## src/rtl/trapctl_pkg.sv

```systemverilog
package trapctl_pkg;
  // status word bit positions
  localparam int ST_EN   = 0;
  localparam int ST_FPU  = 1;
  localparam int ST_VEC  = 2;
  localparam int ST_CMP  = 3;
  localparam int ST_PSUP = 4;
  localparam int ST_SUP  = 5;
  localparam int ST_U64  = 6;
  localparam int ST_S64  = 7;
  localparam int ST_MASK_LO  = 16;
  // cause word: pending field start
  localparam int CA_PEND_LO = 8;
endpackage

```

## src/rtl/tc_req_stage.sv

```systemverilog
module tc_req_stage #(
  parameter int PC_W   = 32,
  parameter int CODE_W = 5
) (
  input  logic              clk,
  input  logic              rst,
  input  logic              req_i,
  input  logic [CODE_W-1:0] code_i,
  input  logic [PC_W-1:0]   pc_i,
  input  logic [PC_W-1:0]   addr_i,
  output logic              req_q,
  output logic [CODE_W-1:0] code_q,
  output logic [PC_W-1:0]   pc_q,
  output logic [PC_W-1:0]   addr_q
);
  always_ff @(posedge clk) begin
    if (rst) begin
      req_q  <= 1'b0;
      code_q <= '0;
      pc_q   <= '0;
      addr_q <= '0;
    end else begin
      req_q  <= req_i;
      code_q <= code_i;
      pc_q   <= pc_i;
      addr_q <= addr_i;
    end
  end
endmodule

```

## src/rtl/tc_status.sv

```systemverilog
module tc_status
  import trapctl_pkg::*;
#(
  parameter int NUM_IRQ = 8,
  parameter bit HAS_FPU = 1'b0,
  parameter bit HAS_VEC = 1'b0,
  parameter bit HAS_CMP = 1'b1,
  parameter bit HAS_64  = 1'b1,
  localparam int ST_W   = ST_MASK_LO + NUM_IRQ
) (
  input  logic            clk,
  input  logic            rst,
  input  logic            we,
  input  logic [ST_W-1:0] wdata,
  input  logic            trap_take,
  output logic [ST_W-1:0] status_q
);
  localparam logic [7:0] LOW_KEEP = {HAS_64, HAS_64, 1'b1, 1'b1,
                                     HAS_CMP, HAS_VEC, HAS_FPU, 1'b1};
  localparam logic [ST_W-1:0] KEEP = {{NUM_IRQ{1'b1}}, 8'h00, LOW_KEEP};
  localparam logic [ST_W-1:0] RST_VAL =
    ((ST_W'(1) << ST_SUP) | (ST_W'(1) << ST_S64)) & KEEP;

  logic [ST_W-1:0] trap_val;

  always_comb begin
    trap_val          = status_q;
    trap_val[ST_EN]   = 1'b0;
    trap_val[ST_PSUP] = status_q[ST_SUP];
    trap_val[ST_SUP]  = 1'b1;
  end

  always_ff @(posedge clk) begin
    if (rst)            status_q <= RST_VAL;
    else if (trap_take) status_q <= trap_val;
    else if (we)        status_q <= wdata & KEEP;
  end
endmodule

```

## src/rtl/tc_timer.sv

```systemverilog
module tc_timer #(
  parameter int COUNT_W = 32,
  parameter int INC_W   = 4,
  parameter int CYC_W   = 48
) (
  input  logic               clk,
  input  logic               rst,
  input  logic [INC_W-1:0]   inc,
  input  logic               cmp_we,
  input  logic [COUNT_W-1:0] cmp_wdata,
  output logic [COUNT_W-1:0] count_q,
  output logic [CYC_W-1:0]   cycles_q,
  output logic               hit
);
  logic [COUNT_W-1:0] cmp_q;
  logic [COUNT_W:0]   sum;

  assign sum = {1'b0, count_q} + (COUNT_W+1)'(inc);
  // crossing: started below compare and reached it, or wrapped past the top
  assign hit = (count_q < cmp_q) &&
               (sum[COUNT_W] || (sum[COUNT_W-1:0] >= cmp_q));

  always_ff @(posedge clk) begin
    if (rst) begin
      count_q  <= '0;
      cmp_q    <= '0;
      cycles_q <= '0;
    end else begin
      count_q  <= sum[COUNT_W-1:0];
      cycles_q <= cycles_q + CYC_W'(inc);
      if (cmp_we) cmp_q <= cmp_wdata;
    end
  end
endmodule

```

## src/rtl/trapctl_unit.sv

```systemverilog
module trapctl_unit
  import trapctl_pkg::*;
#(
  parameter int PC_W       = 32,
  parameter int CODE_W     = 5,
  parameter int NUM_IRQ    = 8,
  parameter int TIMER_LINE = 7,
  parameter int IPI_LINE   = 6,
  parameter int COUNT_W    = 32,
  parameter int INC_W      = 4,
  parameter int CYC_W      = 48,
  parameter logic [CODE_W-1:0] IRQ_CODE = '1,
  parameter bit HAS_FPU    = 1'b0,
  parameter bit HAS_VEC    = 1'b0,
  parameter bit HAS_CMP    = 1'b1,
  parameter bit HAS_64     = 1'b1,
  localparam int ST_W      = ST_MASK_LO + NUM_IRQ,
  localparam int CA_W      = CA_PEND_LO + NUM_IRQ
) (
  input  logic               clk,
  input  logic               rst,
  input  logic               exc_req,
  input  logic [CODE_W-1:0]  exc_code,
  input  logic [PC_W-1:0]    pc_i,
  input  logic [PC_W-1:0]    exc_addr,
  input  logic               ipi_pulse,
  input  logic [INC_W-1:0]   retire_inc,
  input  logic               stat_we,
  input  logic [ST_W-1:0]    stat_wdata,
  input  logic               cmp_we,
  input  logic [COUNT_W-1:0] cmp_wdata,
  input  logic               evec_we,
  input  logic [PC_W-1:0]    evec_wdata,
  output logic               trap_taken,
  output logic               fatal_err,
  output logic [PC_W-1:0]    redirect_pc,
  output logic [ST_W-1:0]    status_o,
  output logic [CA_W-1:0]    cause_o,
  output logic [PC_W-1:0]    epc_o,
  output logic [PC_W-1:0]    badaddr_o,
  output logic [COUNT_W-1:0] count_o,
  output logic [CYC_W-1:0]   cycles_o,
  output logic               run_o
);
  logic              req_q;
  logic [CODE_W-1:0] code_q;
  logic [PC_W-1:0]   pc_q, addr_q;
  logic [PC_W-1:0]   evec_q;
  logic [NUM_IRQ-1:0] pend_q, pend_n;
  logic [CODE_W-1:0] ccode_q;
  logic              tmr_hit;
  logic              irq_fire, exc_fire, trap_now, fatal_now;

  tc_req_stage #(.PC_W(PC_W), .CODE_W(CODE_W)) u_req (
    .clk(clk), .rst(rst), .req_i(exc_req), .code_i(exc_code),
    .pc_i(pc_i), .addr_i(exc_addr),
    .req_q(req_q), .code_q(code_q), .pc_q(pc_q), .addr_q(addr_q)
  );

  tc_status #(.NUM_IRQ(NUM_IRQ), .HAS_FPU(HAS_FPU), .HAS_VEC(HAS_VEC),
              .HAS_CMP(HAS_CMP), .HAS_64(HAS_64)) u_stat (
    .clk(clk), .rst(rst), .we(stat_we), .wdata(stat_wdata),
    .trap_take(trap_now), .status_q(status_o)
  );

  tc_timer #(.COUNT_W(COUNT_W), .INC_W(INC_W), .CYC_W(CYC_W)) u_tmr (
    .clk(clk), .rst(rst), .inc(retire_inc), .cmp_we(cmp_we),
    .cmp_wdata(cmp_wdata), .count_q(count_o), .cycles_q(cycles_o),
    .hit(tmr_hit)
  );

  // trap decision from registered request and current state
  assign irq_fire  = status_o[ST_EN] &&
                     |(pend_q & status_o[ST_MASK_LO +: NUM_IRQ]);
  assign exc_fire  = req_q && status_o[ST_EN] && !irq_fire;
  assign fatal_now = req_q && !status_o[ST_EN];
  assign trap_now  = irq_fire || exc_fire;

  always_comb begin
    pend_n = pend_q;
    if (ipi_pulse) pend_n[IPI_LINE] = 1'b1;
    if (tmr_hit)   pend_n[TIMER_LINE] = 1'b1;
    if (cmp_we)    pend_n[TIMER_LINE] = 1'b0;
  end

  always_ff @(posedge clk) begin
    if (rst) begin
      pend_q      <= '0;
      ccode_q     <= '0;
      evec_q      <= '0;
      epc_o       <= '0;
      badaddr_o   <= '0;
      redirect_pc <= '0;
      trap_taken  <= 1'b0;
      fatal_err   <= 1'b0;
      run_o       <= 1'b0;
    end else begin
      pend_q     <= pend_n;
      trap_taken <= trap_now;
      fatal_err  <= fatal_now;
      if (ipi_pulse) run_o  <= 1'b1;
      if (evec_we)   evec_q <= evec_wdata;
      if (trap_now) begin
        ccode_q     <= irq_fire ? IRQ_CODE : code_q;
        epc_o       <= pc_q;
        redirect_pc <= evec_q;
        if (exc_fire) badaddr_o <= addr_q;
      end
    end
  end

  always_comb begin
    cause_o = '0;
    cause_o[CODE_W-1:0] = ccode_q;
    cause_o[CA_PEND_LO +: NUM_IRQ] = pend_q;
  end
endmodule

```

## config.mk

```make
export PLATFORM = sky130hd
export DESIGN_NAME = trapctl_unit
export DESIGN_NICKNAME = d
export VERILOG_FILES = /design/src/rtl/trapctl_pkg.sv /design/src/rtl/tc_req_stage.sv /design/src/rtl/tc_status.sv /design/src/rtl/tc_timer.sv /design/src/rtl/trapctl_unit.sv
export SDC_FILE = /design/constraint.sdc
export NUM_CORES = 1
export LEC_CHECK = 0
export BUFFER_PORTS_ARGS = -buffer_cell sky130_fd_sc_hd__buf_4
export CORE_MARGIN = 2
export CORE_UTILIZATION = 30
export CTS_CLUSTER_SIZE = 12
export DETAILED_ROUTE_END_ITERATION = 12
export PLACE_DENSITY = 0.51
export SYNTH_ARGS = -nofsm -noshare
export SYNTH_HDL_FRONTEND = slang
export SYNTH_SLANG_ARGS = --single-unit
```

## constraint.sdc

```tcl
create_clock -name clk -period 4.5 [get_ports clk]
set_clock_uncertainty 0.2 [all_clocks]
set_input_delay 0.225 -clock clk [delete_from_list [all_inputs] [get_ports clk]]
set_output_delay 0.225 -clock clk [all_outputs]
set_load 0.02 [all_outputs]
```

# After elaboration in Yosys (flattened, before gate mapping)
# Index checks and enable logic that the tools add are counted.
classes:
  n_addsub: 2
  n_lt_le_gt_ge: 2
  muxes: 3
  bitwise: 2
  n_reduce_logical: 15
ops:
  columns: ["operator", "n"]
  rows:
  - ["adder 48 x 4 -> 48 bit", 1]
  - ["adder 32 x 4 -> 33 bit", 1]
  - [">= comparator 32 bit", 1]
  - ["< comparator 32 bit", 1]
  - ["2-to-1 mux 5 bit", 3]
  - ["bitwise AND 8 bit", 1]
  - ["OR reduction 8 bit", 1]
  - ["logical AND 1 bit", 5]
  - ["AND reduction 2 bit", 2]
  - ["OR reduction 2 bit", 2]
  - ["zero test 1 bit", 2]
  - ["logical OR 1 bit", 2]
  - ["nonzero test 2 bit", 1]
  - ["inverter 1 bit", 1]
word_totals:
  reg_bits: 333
  output_inout_bits: 219
  wordCells: 43

# Logic depth before layout (Yosys ltp)
depth:
  depth_word: 8
  depth_mapped: 15
  ltp_nobuf: 15

# Hierarchy
# From an unflattened synthesis, not the netlist that was laid out.
hier_totals:
  hier_cells: 1544
  area_unflattened_um2: 14685.3
modules_own_cells:
  columns: ["mod", "n_inst", "cells_each", "area_per_inst_um2"]
  rows:
  - ["tc_timer", 1, 743, 6568.8]
  - ["trapctl_unit", 1, 583, 5655.4]
  - ["tc_req_stage", 1, 147, 1874.3]
  - ["tc_status", 1, 71, 586.8]

# Worst setup path after synthesis
# Ideal clock, no wire load.
synth_timing:
  kind: "reg2reg"
  startpoint: "register u_tmr.count_q[0]"
  endpoint: "register pend_q[7]"
  setup_time_ns: 0.060
  arrival_ns: 3.501
  required_time_ns: 4.240
  path_slack_ns: 0.738
  stages_incl_launch_ff: 16
  period_less_slack_ns: 3.762
  cell_sequence: "dfxtp_1 > ha_1 > inv_1 > fa_1 > nor2b_1 > o31ai_1 > nor4_1 > nand3_1 > xnor2_1 > ha_1 > nand4_1 > nor2_1 > nand2_1 > a2111oi_0 > nand4b_1 > a32o_1"
synth_between:
  elab_chain_cells: 4
synth_lines:
  columns: ["element", "line_no", "rtl"]
  rows:
  - ["start, declared", "tc_timer.sv:11", "output logic [COUNT_W-1:0] count_q,"]
  - ["start signal, assigned", "tc_timer.sv:29", "count_q <= sum[COUNT_W-1:0];"]
  - ["adder 32 x 4 -> 33 bit", "tc_timer.sv:18", "assign sum = {1'b0, count_q} + (COUNT_W+1)'(inc);"]
  - ["named net u_tmr.sum[28]", "tc_timer.sv:16", "logic [COUNT_W:0] sum;"]
  - [">= comparator 32 bit", "tc_timer.sv:21", "(sum[COUNT_W] || (sum[COUNT_W-1:0] >= cmp_q));"]
  - ["logical OR 1 bit", "tc_timer.sv:21", null]
  - ["logical AND 1 bit", "tc_timer.sv:20", "assign hit = (count_q < cmp_q) &&"]
  - ["end signal, assigned", "trapctl_unit.sv:98", "pend_q <= pend_n;"]
  - ["end, declared", "trapctl_unit.sv:49", "logic [NUM_IRQ-1:0] pend_q, pend_n;"]
# The timed path passes the listed nets, and every way through them passes these cells.
# A chain may end at the register's enable or synchronous reset.

# Worst setup path after layout
# Same ends and word-level chain as after synthesis.

==> run summary <==
run status: complete, no violations
RR Endpoint: pend_q[7]
Hold Crit Class: in -> reg
Mean Syn Cell Area: 8.93 um2
grt total ovfl: 0
clock sink count: 333
Post-Synth Simple-Gate Area: 0.218
H-tree lvl count: 2
antenna-violating nets left: 0
Synth area leaders: dfxtp_1 49%, nand2_1 7.1%, ha_1 6.5%
drt total wl: 42.4 mm
EDFF count, synth: 0
RSZ-0062 raised after global routing: no
CP Max Fanout: 7
DR vias/cell: 4.52
Commonest cells post-synth: 333 x dfxtp_1, 259 x nand2_1, 148 x a21oi_1
Final period util: 0.883
register area share after synthesis: 0.489
initial DRC count: 561
TNS Setup: 0 ns
Die ar.: 0.0471 mm2
WL/cell: 15.8 um
clk_lat worst skew: 0.55 ns
Rows: 78
R2R cell count: 16
Worst Path Required: 4.79 ns
dominant cell type by area after synthesis: dfxtp_1
core area: 0.0451 mm2
delay-heaviest family, CP: simple AND/OR/NAND/NOR gates
first-pass GRT wire length: 66.0 mm
top-level port count: 387
RR Startpoint: u_tmr.count_q[0]
Adder-Cell Fraction of Synth Area: 0.0681
slowest CP cell: nor4_1
critical path launch point type: register
final cell count without fillers: 2,682
max-slew violations: 0
top-area cell type share of the netlist area: 0.489
vias in the first global route: 12,000
DR pass1 iterations: 5
Reg clk slew, reported paths: 0.06 ns
die boundary height: 217 um
CP Class: reg -> reg
Routability Congestion: 0.843
Synth cell types: 54
end of the critical path: pend_q[7]
starting density of the core: 0.302
actual slew at the worst max-slew pin: 0.946 ns
Reg2Reg Setup Slack: 0.53 ns
dpl ws: 0.230 ns
placed cell count: 2,413
multiplexer share of the synthesized area: 0.0525
layout cells sized above 1: 0.214
WP data arrival: 4.26 ns
Setup crit start: u_tmr.count_q[0]
Crit path largest cell delay: 0.55 ns
register bit total from synthesis: 333
critical path capture point type: register
Die X: 217 um
IO buf count: 357
Final Setup Violations: 0
Fin. Hold Viols: 0
cts bufs inserted: 40
worst hold slack: 0.0802 ns
maximum vdd drop: 0.000244 V
worst path bufs/invs: 2
fmax: 0.252 GHz
Nets: 2,291
max_slew headroom: 0.369
Async SR Flop Fraction: 0
DR DRC count: 0
main combinational cell family by area after synthesis: simple AND/OR/NAND/NOR gates
Pwr per Cell Area: 361 mW/mm2
Bufs on Longest Clock Path: 3
top_reg_cell synth: dfxtp_1
Final min period: 3.97 ns
Post-CTS Setup Bufs: 0
CTS root buf: clkbuf_16
Cell Chain, Critical Path: ha_1 -> inv_1 -> fa_1 -> nor2b_1 -> o31ai_1 -> buf_4 -> nor4_1 -> nand3_1 -> xnor2_1 -> ha_1 -> nand2_1 -> nor2_1 -> nand2_1 -> a2111oi_0 -> nand4b_1 -> a32o_1
Synth Cell Area: 0.0136 mm2
Fill cells: 4,432
initial antenna violation count: 0
Cells after Synth: 1,525
leak pwr: 8.60 nW
Vias: 12,100
total track usage: 0.176
dpl hpwl: 28.8 mm
CTS tree: yes
Critical Path Stages: 16
max cap viols: 0
largest net degree at the start of global routing: 106
Worst Slack Setup Final: 0.528 ns
count leader, synth: dfxtp_1
xor and xnor area share after synthesis: 0.0379
Area Overhead vs Synth: 47.2%
Compound-Gate Fraction of Synth Area: 0.0845
Yosys Warn Count: 0
-- what timing repair did --
action                     in CTS  in global routing
setup endpoints to repair       0                  1
hold endpoints to repair      181                  0
resized for setup               0                  1
hold buffers                  195                  0
-- metrics by stage --
| step | util | instance area (um2) | power [mW] |
|---|---|---|---|
| after floorplan | - | 13700 | 3.62 |
| after global routing | 0.445 | 20000 | 7.58 |
| final | 0.445 | 20000 | 7.24 |
| after detailed placement | 0.372 | 16800 | 3.94 |
| after global placement | 0.372 | 16800 | 3.92 |
| after CTS | 0.444 | 20000 | 7.35 |
-- state kept, by name, summed over array words and instances, names as in the netlist, 14 cells and up --
name and count:
u_tmr.cycles_q 48, epc_o 32, evec_q 32, u_req.addr_q 32
u_stat.status_q 14, redirect_pc 32, u_tmr.cmp_q 32, u_req.pc_q 32
u_tmr.count_q 32, badaddr_o 32
-- cell usage in the layout, fill, tap and decap left out, types with 6 or more instances in the layout --
cell type,instances
nand3_1,23
dfxtp_1,333
conb_1,19
nor2b_1,104
and4_1,8
nor3_1,22
mux2i_1,67
and3_1,6
or3_1,13
clkbuf_1,10
nor4_1,15
nand4_1,19
o21ai_0,26
buf_4,366
clkinv_2,6
nand2_1,259
dlygate4sd3_1,195
a21o_1,7
xor2_1,14
ha_1,71
inv_1,50
nor2_1,135
clkbuf_16,40
xnor2_1,45
clkbuf_8,11
a21oi_1,147
-- report_power, final --
group | switching, mW | total (mW) | internal, mW
logic | 0.463 | 0.898 | 0.435
clock network | 1.28 | 3.23 | 1.95
registers | 0.0617 | 3.12 | 3.06
total | 1.80 | 7.24 | 5.44
-- cell families after synthesis --
| logic type | after synthesis |
|---|---|
| AOI/OAI and AO/OA | 209 |
| xor gates and xnor gates | 59 |
| adders and majority gates | 73 |
| buffers and inverters | 148 |
| DFF | 333 |
| muxes | 71 |
| other | 1 |
| and+or+nand+nor | 631 |
-- how the worst min path moves through the flow --
stage / startpoint / end / slack [ns] / cells past startpoint
3_3_place_gp: u_req.addr_q[14] / badaddr_o[14] / 0.22 / 2
2_1_floorplan: ipi_pulse / pend_q[6] / 0.14 / 2
6_report: evec_we / evec_q[30] / 0.08 / 3
5_1_grt: evec_we / evec_q[24] / 0.07 / 3
4_1_cts: evec_we / evec_q[0] / 0.04 / 3
3_5_place_dp: u_req.addr_q[17] / badaddr_o[17] / 0.23 / 2
-- per-layer routing --
layer,wire length (um),track usage
met3,2580,0.0422
met5,0,0
met2,19500,0.283
met4,1130,0.0619
met1,19200,0.229
-- layout make-up --
class                      instances  area, um2  area share
clock buffer                      61       1190      0.0594
timing repair buffer             563       4730       0.236
sequential                       333       6670       0.333
antenna                            1       2.50    0.000125
inverter                          50        188     0.00936
multi-input combinational       1062       6380       0.318
clock inverter                    12        133     0.00662
tap                              600        751      0.0374
-- worst reg2reg max path, stage by stage, from the launching register on --
cell,delay [ns]
dfxtp_1,0.35
ha_1,0.18
inv_1,0.05
fa_1,0.40
nor2b_1,0.18
o31ai_1,0.15
buf_4,0.20
nor4_1,0.55
nand3_1,0.18
xnor2_1,0.17
ha_1,0.28
nand2_1,0.05
nor2_1,0.14
nand2_1,0.08
a2111oi_0,0.41
nand4b_1,0.17
a32o_1,0.16
(Power assumes the default switching activity.)
